<file path="config.mk">
export PLATFORM = sky130hd
export DESIGN_NAME = updown_cds_counter
export DESIGN_NICKNAME = d
export VERILOG_FILES = /design/src/rtl/updown_cds_counter.sv
export SDC_FILE = /design/constraint.sdc
export NUM_CORES = 1
export LEC_CHECK = 0
export BUFFER_PORTS_ARGS = -buffer_cell sky130_fd_sc_hd__clkbuf_2
export CORE_UTILIZATION = 31
export CTS_BUF_LIST = sky130_fd_sc_hd__clkbuf_2
export DETAILED_ROUTE_END_ITERATION = 8
export PLACE_DENSITY_LB_ADDON = 0.12
export SLEW_MARGIN = 15
export SYNTH_ARGS = -nofsm -noshare
export SYNTH_HDL_FRONTEND = slang
export SYNTH_SLANG_ARGS = --single-unit
</file>
<file path="constraint.sdc">
create_clock -name clk -period 3.09 [get_ports clk]
set_clock_uncertainty 0.15 [all_clocks]
set_input_delay 0.4635 -clock clk [delete_from_list [all_inputs] [get_ports clk]]
set_output_delay 0.4635 -clock clk [all_outputs]
set_load 0.02 [all_outputs]
</file>
<file path="src/rtl/updown_cds_counter.sv">
module updown_cds_counter #(
  parameter int RES_W   = 10,
  parameter int RST_CYC = 256,
  parameter int SIG_CYC = 1024
) (
  input  logic             clk,
  input  logic             rst,
  input  logic             start,
  input  logic             cmp_i,
  output logic             rst_win,
  output logic             sig_win,
  output logic [RES_W-1:0] result,
  output logic             done
);

  localparam int TW   = $clog2(SIG_CYC);
  localparam int CW   = $clog2(RST_CYC + SIG_CYC) + 1;
  localparam int MAXV = (1 << RES_W) - 1;

  typedef enum logic [1:0] {IDLE, RWIN, SWIN} phase_t;

  phase_t               phase;
  logic [TW-1:0]        tmr;
  logic                 armed;
  logic signed [CW-1:0] cnt, cnt_nxt;
  logic                 step, r_last, s_last;

  assign step    = armed && cmp_i;
  assign r_last  = (tmr == TW'(RST_CYC - 1));
  assign s_last  = (tmr == TW'(SIG_CYC - 1));
  assign rst_win = (phase == RWIN);
  assign sig_win = (phase == SWIN);

  always_comb begin
    cnt_nxt = cnt;
    if (step && phase == RWIN) cnt_nxt = cnt - CW'(1);
    if (step && phase == SWIN) cnt_nxt = cnt + CW'(1);
  end

  always_ff @(posedge clk) begin
    if (rst) begin
      phase  <= IDLE;
      tmr    <= '0;
      armed  <= 1'b0;
      cnt    <= '0;
      result <= '0;
      done   <= 1'b0;
    end else begin
      done <= 1'b0;
      case (phase)
        IDLE: if (start) begin
          phase <= RWIN;
          tmr   <= '0;
          cnt   <= '0;
          armed <= 1'b1;
        end
        RWIN: begin
          cnt <= cnt_nxt;
          if (!cmp_i) armed <= 1'b0;
          if (r_last) begin
            phase <= SWIN;
            tmr   <= '0;
            armed <= 1'b1;
          end else begin
            tmr <= tmr + TW'(1);
          end
        end
        SWIN: begin
          cnt <= cnt_nxt;
          if (!cmp_i) armed <= 1'b0;
          if (s_last) begin
            phase <= IDLE;
            tmr   <= '0;
            done  <= 1'b1;
            if (cnt_nxt < 0)
              result <= '0;
            else if (cnt_nxt > $signed(CW'(MAXV)))
              result <= RES_W'(MAXV);
            else
              result <= cnt_nxt[RES_W-1:0];
          end else begin
            tmr <= tmr + TW'(1);
          end
        end
        default: phase <= IDLE;
      endcase
    end
  end


  win_excl_chk: assert property (@(posedge clk) disable iff (rst)
    !(rst_win && sig_win));


  win_handoff_chk: assert property (@(posedge clk) disable iff (rst)
    $fell(rst_win) |-> sig_win);


  win_open_chk: assert property (@(posedge clk) disable iff (rst)
    $rose(rst_win) |-> $past(start));


  done_pulse_chk: assert property (@(posedge clk) disable iff (rst)
    done |=> !done);


  done_end_chk: assert property (@(posedge clk) disable iff (rst)
    done |-> $fell(sig_win));


  result_hold_chk: assert property (@(posedge clk) disable iff (rst)
    !done |-> $stable(result));


  count_hold_chk: assert property (@(posedge clk) disable iff (rst)
    (phase != IDLE && !armed && !r_last && !s_last) |=> $stable(cnt));

endmodule

</file>
==> run summary <==
total congestion overflow after global routing - 0
remaining design rule violation count - 0
synthesized-area fraction occupied by adder cells - 3.47%
required time at the endpoint of the critical path - 3290 ps
antenna violations before repair - 0
crit path cell chain - inv_1 -> ha_1 -> nand3_1 -> nor4_1 -> o21ai_2 -> mux2i_4 -> or2_1 -> o21ai_0
path category of the worst min-delay check - in -> reg
final slew viol count - 0
complex-gate fraction of the synthesized area - 20.6%
Crit path arrival time - 2830 ps
remaining max-slew budget at the tightest pin - 48.5%
first-pass GRT wire length - 9270 um
crit share post-route - 84.9%
Layout area overhead - 7.64%
CTS Hold Bufs - 0
vias in the first global route - 1769
number of instances in the synthesized netlist - 272
Cell variety after synth - 54
# port buffers - 16
hold path startpoint - start
maximum number of pins on one net before global-route repair - 38
average cell area after synthesis - 7.94 um2
flip-flop and latch area - 721 um2
post-route setup slack - 468 ps
area enclosed by the die boundary - 0.00731 mm2
cell with the largest stage delay on the worst path - sky130_fd_sc_hd__nor4_1
horizontal die dimension - 85.5 um
Static Leak - 0.000806 uW
DR WL/cell - 14.9 um
clock-pin transition on the worst setup and hold timing paths - 200 ps
number of cells upsized or downsized after cts - 0
Hold Path Sink - phase[0]$_SDFFE_PP0P_
launch point of the worst reg-to-reg path - phase[0]$_SDFFE_PP0P_
Fmax - 381 MHz
area of the core region - 0.00676 mm2
Syn. warnings - 0
number of CTS-inserted buffers - 5
DR vias - 1956
pwr dens - 623 mW/mm2
category of cells accounting for the largest share of critical-path delay - simple AND/OR/NAND/NOR gates
total of flip-flops plus latches after synthesis - 36
first-pass detailed-route iteration total - 4
Setup TNS - 0 ps
root buffer cell - sky130_fd_sc_hd__clkbuf_2
count of pins on the block boundary - 17
unrepaired setup endpoints after global routing - false
largest fanout of any net on the critical path - 13
largest family of logic cells by synthesized area - simple AND/OR/NAND/NOR gates
Simple-Gate Fraction of Synth Area - 30.3%
number of nets with antenna violations after detailed routing - 0
number of sinks driven by the clock tree - 36
Net count, final - 291
total standard cell area after synthesis - 0.00216 mm2
initial standard-cell utilization of the core - 32.0%
net count of the mapped netlist - 282
IR Drop Worst-Case VDD - 0.000554 V
number of violations of the max-capacitance limit - 0
async set-or-reset flop fraction in the synthesized netlist - 0%
drt first-iter violations - 131
register area share after synthesis - 33.4%
number of standard-cell rows in the floorplan - 30
final count of hold timing violations - 0
number of synthesized flops with an enable pin - 0
Antenna Cells - 0
GRT Overall Usage - 16.1%
CTS HTree Levels - 2
CP Class - reg -> reg
CP Launch Type - register
Cells on Worst Hold Path - 3
capture point of the worst reg-to-reg path - result[6]$_SDFFE_PP0P_
logic depth of the worst register-to-register path - 8
CTS tree - built
final hold slack - 209 ps
placed wire-length estimate - 3830 um
result of the run - complete, no violations
area used by multi-input combinational logic - 0.00134 mm2
final weighted congestion in routability-driven placement - 0.779
post-CTS setup repair buffer count - 0
number of filler instances in the final layout - 762
combined buffer and inverter count along the critical path - 1
Routed WL - 5390 um
shortest clock period the worst path allows after layout - 2620 ps
setup slack, reg-to-reg - 470 ps
Max clock buf depth - 2
longest individual stage delay on the worst path - 480 ps
routed vias/inst - 5.40
Design Power - 1450 uW
CP endpoint kind - register
final count of negative-setup-slack endpoints - 0
Primary FF master, synth - sky130_fd_sc_hd__dfxtp_1
Die Y - 85.5 um
final core utilization - 34.4%
actual transition at the worst max-transition pin - 773 ps
ratio of cells with drive above 1 in the final layout - 14.2%
share of the synthesized netlist area taken by xor and xnor gates - 4.81%
clock insertion delay at the later pin of the skew report - 410 ps
multiplexer area fraction after synthesis - 2.95%
worst setup slack after placement - 503 ps
==> power by group <==
group          switching (uW)  internal [uW]  total, uW
Sequential               29.6            492        521
Combinational             475            220        695
Clock                     178           54.7        232
==> cell type report <==
cell class,instances,area share (%)
clock buffer,5,1.08
clock inverter,3,0.807
inverter,6,0.968
multi-input combinational,214,57.8
sequential,36,31.0
tap,80,4.30
timing repair buffer,18,4.09
==> cell families after synthesis <==
kind of cell / count (synthesis)
DFF: 36
and+or+nand+nor: 123
AOI/OAI and AO/OA: 69
muxes: 5
adders and majority gates: 6
buffers and inverters: 22
xor gates and xnor gates: 11
==> sequential cells by signal, indices dropped and copies added (netlist names) <==
register  cells
armed         1
cnt          12
done          1
phase         2
result       10
tmr          10
==> per-layer routing <==
metal,global-route usage [%],vias to the layer above,routed length (um)
li1,-,1006,-
met1,22.8,915,2790
met2,24.8,28,2360
met3,3.18,7,174
met4,5.00,0,64
met5,0,-,0
==> per-stage QoR <==
step	cell area, um2	std cells
final	2330	362
after global placement	2280	354
after global routing	2330	362
after detailed placement	2280	354
after floorplan	2160	272
after CTS	2330	362
==> worst reg2reg max path, cell delays in order, from the launching register on <==
cell and delay, ps:
sky130_fd_sc_hd__dfxtp_1 370, sky130_fd_sc_hd__inv_1 80, sky130_fd_sc_hd__ha_1 390, sky130_fd_sc_hd__nand3_1 280, sky130_fd_sc_hd__nor4_1 480, sky130_fd_sc_hd__o21ai_2 150, sky130_fd_sc_hd__mux2i_4 240, sky130_fd_sc_hd__or2_1 280
sky130_fd_sc_hd__o21ai_0 160
==> how the worst max path moves through the flow <==
stage                                   endpoint  depth (start not counted)             startpoint  slack (ps)
after floorplan           result[0]$_SDFFE_PP0P_                          9  phase[0]$_SDFFE_PP0P_         650
after global placement    result[6]$_SDFFE_PP0P_                          8  phase[0]$_SDFFE_PP0P_         530
after detailed placement  result[6]$_SDFFE_PP0P_                          8  phase[0]$_SDFFE_PP0P_         500
after CTS                 result[6]$_SDFFE_PP0P_                          8  phase[0]$_SDFFE_PP0P_         460
after global routing      result[6]$_SDFFE_PP0P_                          8  phase[0]$_SDFFE_PP0P_         280
final                     result[6]$_SDFFE_PP0P_                          8  phase[0]$_SDFFE_PP0P_         470
==> Yosys cell counts, drive strengths merged, types with 2 or more instances <==
cell type  number  share of area [%]
or2             4                1.2
or4             4                1.6
inv             6                1.0
nand2          23                4.0
or3             5                1.4
nand2b          2               0.58
a22oi           8                2.8
a31oi           6                1.7
xor2            3                1.2
xnor2           8                3.6
mux2i           4                2.4
o31ai           2               0.69
a21oi          24                5.6
nor2           33                5.7
nor4            5                2.1
nand3          10                2.5
a21o            3                1.0
nand4           5                1.4
nor3           12                2.8
ha              6                3.5
nand3b          7                2.4
o21ai          13                3.2
a221oi          5                2.3
clkbuf         11                2.0
dfxtp          36                 33
buf             5                1.4
and3            4                1.2
and2            3               0.87
==> placed cells by master, fill, tap and decap left out, types with 6 or more instances in the layout <==
master	netlist	layout
sky130_fd_sc_hd__a31oi_1	6	6
sky130_fd_sc_hd__o21ai_0	12	12
sky130_fd_sc_hd__nor3_1	12	12
sky130_fd_sc_hd__xnor2_1	7	7
sky130_fd_sc_hd__nand3_1	9	9
sky130_fd_sc_hd__clkbuf_2	1	21
sky130_fd_sc_hd__nand3b_1	7	7
sky130_fd_sc_hd__a22oi_1	8	8
sky130_fd_sc_hd__inv_1	6	6
sky130_fd_sc_hd__nor2_1	33	33
sky130_fd_sc_hd__nand2_1	23	23
sky130_fd_sc_hd__a21oi_1	24	24
sky130_fd_sc_hd__dfxtp_1	36	36
sky130_fd_sc_hd__ha_1	6	6
No activity file was read; power rests on OpenSTA's default activity.
